[src/rtl/pqc_pkg.sv]
package pqc_pkg;

    typedef enum logic [1:0] {
        MD_PULSE = 2'd0,
        MD_X2    = 2'd1,
        MD_X4    = 2'd2,
        MD_OFF   = 2'd3
    } mode_t;

    // decoder state: last sampled {first, second} input pair
    typedef enum logic [1:0] {
        PH_00 = 2'b00,
        PH_01 = 2'b01,
        PH_11 = 2'b11,
        PH_10 = 2'b10
    } ph_t;

    typedef struct packed {
        logic  cascade;
        logic  sel_cd;
        mode_t mode2;
        mode_t mode1;
        logic  en2;
        logic  en1;
    } ctrl_t;

    localparam int ADDR_W = 3;

    localparam logic [ADDR_W-1:0] RA_CTRL   = 3'd0;
    localparam logic [ADDR_W-1:0] RA_CNT1   = 3'd1;
    localparam logic [ADDR_W-1:0] RA_CNT2   = 3'd2;
    localparam logic [ADDR_W-1:0] RA_CNTW   = 3'd3;
    localparam logic [ADDR_W-1:0] RA_CEIL1  = 3'd4;
    localparam logic [ADDR_W-1:0] RA_CEIL2  = 3'd5;
    localparam logic [ADDR_W-1:0] RA_CEILW  = 3'd6;

endpackage

[src/rtl/pqc_sync.sv]
module pqc_sync #(
    parameter int W      = 4,
    parameter int STAGES = 2
) (
    input  logic         clk,
    input  logic         rst_n,
    input  logic [W-1:0] d,
    output logic [W-1:0] q
);

    logic [W-1:0] stg_q [STAGES];

    always_ff @(posedge clk or negedge rst_n) begin
        if (!rst_n) begin
            for (int i = 0; i < STAGES; i++) begin
                stg_q[i] <= '0;
            end
        end else begin
            stg_q[0] <= d;
            for (int i = 1; i < STAGES; i++) begin
                stg_q[i] <= stg_q[i-1];
            end
        end
    end

    assign q = stg_q[STAGES-1];

endmodule

[src/rtl/pqc_decode.sv]
module pqc_decode
    import pqc_pkg::*;
(
    input  logic  clk,
    input  logic  rst_n,
    input  logic  pa,
    input  logic  pb,
    input  mode_t mode,
    output logic  up,
    output logic  dn
);

    ph_t        state_q;
    ph_t        cur;
    logic [1:0] prev_bits;
    logic       fwd_a, fwd_b, rev_a, rev_b;
    logic       a_rise;

    assign cur       = ph_t'({pa, pb});
    assign prev_bits = state_q;

    // state register: follows the sampled pair every cycle
    always_ff @(posedge clk or negedge rst_n) begin
        if (!rst_n) begin
            state_q <= PH_00;
        end else begin
            state_q <= cur;
        end
    end

    // transition classification
    always_comb begin
        fwd_a = 1'b0;
        fwd_b = 1'b0;
        rev_a = 1'b0;
        rev_b = 1'b0;
        unique case (state_q)
            PH_00: begin
                fwd_a = (cur == PH_10);
                rev_b = (cur == PH_01);
            end
            PH_10: begin
                fwd_b = (cur == PH_11);
                rev_a = (cur == PH_00);
            end
            PH_11: begin
                fwd_a = (cur == PH_01);
                rev_b = (cur == PH_10);
            end
            PH_01: begin
                fwd_b = (cur == PH_00);
                rev_a = (cur == PH_11);
            end
        endcase
    end

    assign a_rise = !prev_bits[1] && pa;

    // output process: mode picks which transitions count
    always_comb begin
        up = 1'b0;
        dn = 1'b0;
        unique case (mode)
            MD_PULSE: begin
                up = a_rise && pb;
                dn = a_rise && !pb;
            end
            MD_X2: begin
                up = fwd_b;
                dn = rev_b;
            end
            MD_X4: begin
                up = fwd_a || fwd_b;
                dn = rev_a || rev_b;
            end
            MD_OFF: begin
                up = 1'b0;
                dn = 1'b0;
            end
        endcase
    end

    // a two-bit jump never yields a quadrature step
    assert_no_jump_step_R6: assert property (@(posedge clk) disable iff (!rst_n)
        ((mode != MD_PULSE) && ((prev_bits ^ {pa, pb}) == 2'b11)) |-> (!up && !dn));

    // pulse-direction mode never steps while the first input is low
    assert_pulse_needs_a_R3: assert property (@(posedge clk) disable iff (!rst_n)
        ((mode == MD_PULSE) && !pa) |-> (!up && !dn));

    // x2 mode never steps while the second input holds its level
    assert_x2_b_only_R4: assert property (@(posedge clk) disable iff (!rst_n)
        ((mode == MD_X2) && (prev_bits[0] == pb)) |-> (!up && !dn));

    assert_one_dir_R5: assert property (@(posedge clk) disable iff (!rst_n)
        !(up && dn));

endmodule

[src/rtl/pqc_chan.sv]
module pqc_chan #(
    parameter int CW = 16
) (
    input  logic          clk,
    input  logic          rst_n,
    input  logic          up,
    input  logic          dn,
    input  logic [CW-1:0] ceil,
    input  logic          load,
    input  logic [CW-1:0] load_val,
    output logic [CW-1:0] cnt,
    output logic          carry,
    output logic          borrow
);

    localparam logic [CW-1:0] ONE = CW'(1);

    logic [CW-1:0] cnt_q;

    assign carry  = up && (cnt_q >= ceil);
    assign borrow = dn && (cnt_q == '0);

    always_ff @(posedge clk or negedge rst_n) begin
        if (!rst_n) begin
            cnt_q <= '0;
        end else if (load) begin
            cnt_q <= load_val;
        end else if (up) begin
            cnt_q <= carry ? '0 : cnt_q + ONE;
        end else if (dn) begin
            cnt_q <= borrow ? ceil : cnt_q - ONE;
        end
    end

    assign cnt = cnt_q;

    // up step at or beyond the ceiling returns to zero
    assert_wrap_up_R7: assert property (@(posedge clk) disable iff (!rst_n)
        (up && !load && (cnt_q >= ceil)) |=> (cnt_q == '0));

    // down step at zero lands on the ceiling
    assert_wrap_down_R7: assert property (@(posedge clk) disable iff (!rst_n)
        (dn && !up && !load && (cnt_q == '0)) |=> (cnt_q == $past(ceil)));

    // with no step and no load the count holds
    assert_hold_R8: assert property (@(posedge clk) disable iff (!rst_n)
        (!up && !dn && !load) |=> $stable(cnt_q));

endmodule

[src/rtl/quad_cascade_counter.sv]
module quad_cascade_counter
    import pqc_pkg::*;
#(
    parameter int CW          = 16,
    parameter int SYNC_STAGES = 2
) (
    input  logic               clk,
    input  logic               rst_n,
    input  logic               ph_a,
    input  logic               ph_b,
    input  logic               ph_c,
    input  logic               ph_d,
    input  logic               wr_en,
    input  logic [ADDR_W-1:0]  addr,
    input  logic [2*CW-1:0]    wdata,
    output logic [2*CW-1:0]    rdata,
    output logic [CW-1:0]      cnt_lo,
    output logic [CW-1:0]      cnt_hi
);

    localparam int DW = 2 * CW;
    localparam int CTRL_W = $bits(ctrl_t);
    localparam logic [CW-1:0] ONE = CW'(1);

    // ---------------- registers ----------------
    ctrl_t         ctrl_q;
    logic [CW-1:0] ceil1_q, ceil2_q;
    logic [DW-1:0] ceilw_q;

    always_ff @(posedge clk or negedge rst_n) begin
        if (!rst_n) begin
            ctrl_q  <= '0;
            ceil1_q <= '1;
            ceil2_q <= '1;
            ceilw_q <= '1;
        end else if (wr_en) begin
            case (addr)
                RA_CTRL:  ctrl_q  <= ctrl_t'(wdata[CTRL_W-1:0]);
                RA_CEIL1: ceil1_q <= wdata[CW-1:0];
                RA_CEIL2: ceil2_q <= wdata[CW-1:0];
                RA_CEILW: ceilw_q <= wdata;
                default: ;
            endcase
        end
    end

    // ---------------- input path ----------------
    logic [3:0] ph_s;

    pqc_sync #(.W(4), .STAGES(SYNC_STAGES)) u_sync (
        .clk   (clk),
        .rst_n (rst_n),
        .d     ({ph_d, ph_c, ph_b, ph_a}),
        .q     (ph_s)
    );

    logic up1_raw, dn1_raw, up2_raw, dn2_raw;
    logic pa2, pb2;

    assign pa2 = ctrl_q.sel_cd ? ph_s[2] : ph_s[0];
    assign pb2 = ctrl_q.sel_cd ? ph_s[3] : ph_s[1];

    pqc_decode u_dec1 (
        .clk   (clk),
        .rst_n (rst_n),
        .pa    (ph_s[0]),
        .pb    (ph_s[1]),
        .mode  (ctrl_q.mode1),
        .up    (up1_raw),
        .dn    (dn1_raw)
    );

    pqc_decode u_dec2 (
        .clk   (clk),
        .rst_n (rst_n),
        .pa    (pa2),
        .pb    (pb2),
        .mode  (ctrl_q.mode2),
        .up    (up2_raw),
        .dn    (dn2_raw)
    );

    // ---------------- step and load steering ----------------
    logic          casc;
    logic          st1_up, st1_dn, st2_up, st2_dn;
    logic [DW-1:0] wide;
    logic          wrap_up, wrap_dn;
    logic          wr_c1_ok, wr_c2_ok, wr_cw_ok;
    logic          load1, load2;
    logic [CW-1:0] lval1, lval2;
    logic [CW-1:0] ceil_ch1, ceil_ch2;
    logic          up_ch2, dn_ch2;
    logic          carry1, borrow1, carry2, borrow2;

    assign casc   = ctrl_q.cascade;
    assign st1_up = casc ? (ctrl_q.en2 && up2_raw) : (ctrl_q.en1 && up1_raw);
    assign st1_dn = casc ? (ctrl_q.en2 && dn2_raw) : (ctrl_q.en1 && dn1_raw);
    assign st2_up = ctrl_q.en2 && up2_raw;
    assign st2_dn = ctrl_q.en2 && dn2_raw;

    assign wide    = {cnt_hi, cnt_lo};
    assign wrap_up = casc && st1_up && (wide >= ceilw_q);
    assign wrap_dn = casc && st1_dn && (wide == '0);

    assign wr_c1_ok = wr_en && (addr == RA_CNT1) && !casc && (wdata <= {{CW{1'b0}}, ceil1_q});
    assign wr_c2_ok = wr_en && (addr == RA_CNT2) && !casc && (wdata <= {{CW{1'b0}}, ceil2_q});
    assign wr_cw_ok = wr_en && (addr == RA_CNTW) &&  casc && (wdata <= ceilw_q);

    always_comb begin
        load1 = wr_c1_ok || wr_cw_ok || wrap_up || wrap_dn;
        if (wr_c1_ok || wr_cw_ok) begin
            lval1 = wdata[CW-1:0];
        end else if (wrap_up) begin
            lval1 = '0;
        end else begin
            lval1 = ceilw_q[CW-1:0];
        end
    end

    always_comb begin
        load2 = wr_c2_ok || wr_cw_ok || wrap_up || wrap_dn;
        if (wr_c2_ok) begin
            lval2 = wdata[CW-1:0];
        end else if (wr_cw_ok) begin
            lval2 = wdata[DW-1:CW];
        end else if (wrap_up) begin
            lval2 = '0;
        end else begin
            lval2 = ceilw_q[DW-1:CW];
        end
    end

    assign ceil_ch1 = casc ? '1 : ceil1_q;
    assign ceil_ch2 = casc ? '1 : ceil2_q;
    assign up_ch2   = casc ? carry1  : st2_up;
    assign dn_ch2   = casc ? borrow1 : st2_dn;

    pqc_chan #(.CW(CW)) u_ch1 (
        .clk      (clk),
        .rst_n    (rst_n),
        .up       (st1_up),
        .dn       (st1_dn),
        .ceil     (ceil_ch1),
        .load     (load1),
        .load_val (lval1),
        .cnt      (cnt_lo),
        .carry    (carry1),
        .borrow   (borrow1)
    );

    pqc_chan #(.CW(CW)) u_ch2 (
        .clk      (clk),
        .rst_n    (rst_n),
        .up       (up_ch2),
        .dn       (dn_ch2),
        .ceil     (ceil_ch2),
        .load     (load2),
        .load_val (lval2),
        .cnt      (cnt_hi),
        .carry    (carry2),
        .borrow   (borrow2)
    );

    // ---------------- read mux ----------------
    always_comb begin
        case (addr)
            RA_CTRL:  rdata = {{(DW-CTRL_W){1'b0}}, ctrl_q};
            RA_CNT1:  rdata = {{CW{1'b0}}, cnt_lo};
            RA_CNT2:  rdata = {{CW{1'b0}}, cnt_hi};
            RA_CNTW:  rdata = wide;
            RA_CEIL1: rdata = {{CW{1'b0}}, ceil1_q};
            RA_CEIL2: rdata = {{CW{1'b0}}, ceil2_q};
            RA_CEILW: rdata = ceilw_q;
            default:  rdata = '0;
        endcase
    end

    // low half rolls over into the high half in the same cycle
    assert_cascade_carry_R11: assert property (@(posedge clk) disable iff (!rst_n)
        (casc && st1_up && (cnt_lo == '1) && !wrap_up && !wr_en)
            |=> ((cnt_lo == '0) && (cnt_hi == $past(cnt_hi) + ONE)));

    // paused channel 1 holds its count when nothing is written
    assert_pause_R8: assert property (@(posedge clk) disable iff (!rst_n)
        (!casc && !ctrl_q.en1 && !wr_en) |=> $stable(cnt_lo));

    // an over-ceiling write to a paused channel leaves it untouched
    assert_reject_write_R9: assert property (@(posedge clk) disable iff (!rst_n)
        (wr_en && (addr == RA_CNT1) && !casc && !ctrl_q.en1
            && (wdata > {{CW{1'b0}}, ceil1_q})) |=> $stable(cnt_lo));

    // in cascade the channel-2 half never moves without a low-half event
    assert_hi_follows_lo_R11: assert property (@(posedge clk) disable iff (!rst_n)
        (casc && !st1_up && !st1_dn && !wr_en) |=> ($stable(cnt_hi) && $stable(cnt_lo)));

endmodule

[config.mk]
export PLATFORM = sky130hd
export DESIGN_NAME = quad_cascade_counter
export DESIGN_NICKNAME = d
export VERILOG_FILES = /design/src/rtl/pqc_pkg.sv /design/src/rtl/pqc_sync.sv /design/src/rtl/pqc_decode.sv /design/src/rtl/pqc_chan.sv /design/src/rtl/quad_cascade_counter.sv
export SDC_FILE = /design/constraint.sdc
export NUM_CORES = 1
export LEC_CHECK = 0
export ABC_CLOCK_PERIOD_IN_PS = 4450
export BUFFER_PORTS_ARGS = -buffer_cell sky130_fd_sc_hd__buf_2
export CAP_MARGIN = 5
export CORE_ASPECT_RATIO = 0.6
export CORE_MARGIN = 2
export CORE_UTILIZATION = 40
export DETAILED_ROUTE_END_ITERATION = 8
export PLACE_DENSITY_LB_ADDON = 0.12
export RECOVER_POWER = 100
export SLEW_MARGIN = 20
export SYNTH_ARGS = -nofsm -noshare
export SYNTH_HDL_FRONTEND = slang
export SYNTH_SLANG_ARGS = --single-unit
[constraint.sdc]
create_clock -name clk -period 4.45 [get_ports clk]
set_input_delay 0.6675 -clock clk [delete_from_list [all_inputs] [get_ports clk]]
set_output_delay 0.6675 -clock clk [all_outputs]
set_load 0.02 [all_outputs]
==> results by group <==
Floorplanning
  – Io pins: 106
  – Num rows: 47
  – Die area: 0.0301 mm²
  – Starting Density: 41.2%
  – Die Span X: 223 µm
  – Die Y: 135 µm
  – CORE AREA: 0.0279 mm²

Clock network
  – Postcts setup bufs: 0
  – Post-CTS Resized: 0
  – CTS Sinks: 116
  – Clk_lat worst skew: 0.46 ns
  – Root buf cell: clkbuf_16
  – H-tree levels: 4
  – Worst-path clk slew: 0.06 ns
  – Maximum clock path buffer count: 2
  – Hold_buf cts: 0
  – CTS tree: yes
  – TritonCTS Buffers: 17

Route
  – Initial DRC count: 1,517
  – Post-route ant nets: 0
  – Routed wire length: 45,100 µm
  – Number of remaining DRC errors: 0
  – Vias: 11,500
  – Vias per inst: 6.27
  – Routed length per instance: 24.5 µm
  – 1st-pass router iterations: 8

Worst setup path
  – CP arrival: 4.51 ns
  – Kind of critical path: flip-flop to flip-flop
  – WP data required: 4.79 ns
  – Ordered list of cells on the worst path: inv_1, ha_1, a21oi_1, nor2_1, nor4b_1, o211ai_1, a31oi_1, nor2_1, buf_4, nor3_1, clkbuf_1, a2bb2oi_1, mux2_2
  – Most used cell, CP: nor2_1
  – CP Max Fanout: 10
  – Worst path slowest cell: nor3_1
  – Critical Path Max Stage Delay: 0.63 ns
  – Crit start category: flip-flop
  – Crit path capture type: flip-flop

Pwr
  – Comb pwr share: 52.2%
  – P_int: 0.00382 W
  – Worst VDD drop: 0.000305 V
  – Flop pwr share: 26.4%
  – Pwr dens: 547 mW/mm²
  – Clock network power share: 21.4%
  – Sw Ratio: 46.6%
  – Lkg Pwr: 5.69 nW
  – Net Switching: 0.00333 W

Timing
  – Fin crit period: 4.17 ns
  – Layout Skew: 0.0111 ns
  – Top achievable clock speed: 240 MHz
  – Fin crit share: 93.7%
  – Hold Fails Final Rpt: 0
  – Setup TNS: 0 ns
  – Unrepaired setup endpoints after global routing: false
  – Worst Tran Pin Value: 2.89 ns
  – Pins Over Slew Limit: 105
  – Final hold slack: 0.190 ns
  – Relative slew slack: -92.9%
  – # setup viols final: 0

Synthesis
  – Post-synth top cells: ha_1, nor2_1, nand2_1, inv_1, o21ai_0
  – Cell with the most instances after synthesis: ha_1
  – Mapped cell area: 0.0115 mm²
  – Post-synthesis instance total: 1,354
  – Netlist cell types: 81
  – Cell taking the most area after synthesis: ha_1
  – Main synth FF type: dfstp_2
  – Asr flop ratio synth: 100%
  – Main area contributors after synthesis: ha_1, dfstp_2, dfrtp_1
  – Share of the synthesized area in the top cell type: 15.3%
  – Post-synthesis register bit count: 116
  – Number of flops mapped to enable cells by yosys: 0
  – Register area share after synthesis: 26.0%
  – Yosys warns: 0
  – Synth Area per Inst: 8.48 µm²
  – Net count after synthesis: 1,536

Placed design
  – RePlAce Congestion: 0.931
  – IO Port Bufs: 105
  – Area after DPL: 0.0126 mm²
  – Post-placement cell count: 1,811
  – DP HPWL: 35,200 µm

Global routing
  – First-pass GRT wire length: 67,300 µm
  – Vias in the first global route: 10,800
  – Pin count of the biggest net entering global routing: 105
  – GRT overflow: 0
  – GRT Total Usage: 30.1%
  – Initial antenna violation count: 1

Cells and area
  – Layout cells sized above 1: 18.3%
  – Layout filler cell count: 2,830
  – Fin cells: 1,843
  – Final Instance Area: 0.0131 mm²
  – Inserted Diodes: 0
  – Nets@finish: 1,645
  – Area Overhead vs Synth: 13.9%

Status
  – Status: finished with violations
  – Failing checks: max-capacitance violations, max-slew violations

Min path
  – Worst hold path type: input pin to async pin

Job
  – Max_cap viols: 1
[critical path, delay by kind of cell (launching register included)]
| kind | cells | cell delay (ns) |
|---|---|---|
| buffers and inverters | 3 | 0.84 |
| muxes | 1 | 0.29 |
| AOI/OAI and AO/OA | 4 | 0.73 |
| adders and majority gates | 1 | 0.34 |
| and+or+nand+nor | 4 | 1.29 |
| DFF | 1 | 0.56 |
[power groups by stage]
stage,combinational (W),clock (W),sequential (W)
6_report,0.00373,0.00153,0.00189
5_1_grt,0.00413,0.00158,0.00192
4_1_cts,0.00375,0.00153,0.00187
3_5_place_dp,0.00372,0,0.00189
3_3_place_gp,0.00369,0,0.00189
2_1_floorplan,0.00246,0,0.00183
[final timing paths]
kind | start | to | slack [ns] | cells past startpoint
worst max register to register | ceilw_q[13] | u_ch2.cnt[13] | 0.28 | 13
worst min-delay path | rst_n | u_sync.stg_q[5] | 0.19 | 1
worst min register to register | u_sync.stg_q[6] | u_sync.q[2] | 0.35 | 0
max in group asynchronous | rst_n | u_ch2.cnt[13] | 1.02 | 2
min in group clk | ph_a | u_sync.stg_q[4] | 0.31 | 1
worst max-delay path | ceilw_q[13] | u_ch2.cnt[13] | 0.28 | 13
[cell usage in the layout (no fill, tap or decap), drive strengths merged, types with 8 or more instances in the layout]
master	synthesis	routed
inv	89	92
dfrtp	52	52
or4	11	11
dfstp	64	64
nand4	26	26
o21ai	83	83
clkbuf	55	91
a31oi	8	8
nor4	18	18
a22o	8	8
nand3	32	32
or3	10	10
a211oi	27	27
a21oi	67	67
and2	9	9
xor2	14	14
nor2	108	108
o211ai	9	9
nor2b	28	28
nor3	27	27
a211o	11	11
xnor2	31	31
a221o	22	22
nand2b	10	10
and3	14	14
o21a	11	11
buf	29	101
ha	140	140
a21o	18	18
mux2	56	56
a22oi	38	38
nand2	105	105
mux2i	26	26
[layer usage]
metal / GRT usage [%] / share of wire [%] / vias to the layer above
li1: - / - / 5244
met1: 46.0 / 48 / 5615
met2: 39.0 / 38 / 637
met3: 9.98 / 13 / 51
met4: 8.87 / 1.9 / 0
met5: 0 / 0 / -
[kinds of logic after synthesis]
kind of cell / after synthesis / share of synthesized area (%)
AOI/OAI and AO/OA: 368 / 22.2
xor gates and xnor gates: 45 / 3.43
adders and majority gates: 140 / 15.3
buffers and inverters: 174 / 6.19
DFF: 116 / 26.0
muxes: 83 / 7.95
and+or+nand+nor: 428 / 19.0
[final cells by class]
class                           instances  area, µm²  share of cell area (%)
Clock buffer                           18        429                    3.28
Tap cell                              367        459                    3.51
Timing Repair Buffer                  174        880                    6.73
Multi-Input combinational cell       1064       7790                    59.5
Clock inverter                         14        201                    1.54
Inverter                               90        338                    2.58
Sequential cell                       116       2980                    22.8
[flip-flops by register name (all words and copies together) (netlist names)]
signal and flops:
casc 1, ceil1_q 16, ceil2_q 16, ceilw_q 32, ctrl_q 7, u_ch1.cnt 16
u_ch2.cnt 16, u_dec1.prev_bits 2, u_dec2.prev_bits 2, u_sync.q 4, u_sync.stg_q 4
[stage by stage]
stage	worst slack, ns	util (%)	total power, W
after CTS	0.476	47.6	0.00716
after global placement	0.384	45.3	0.00558
after global routing	0.119	46.9	0.00763
after detailed placement	0.357	45.3	0.00561
after floorplan	0.444	-	0.00428
final	0.280	46.9	0.00715
(Power assumes the default switching activity.)
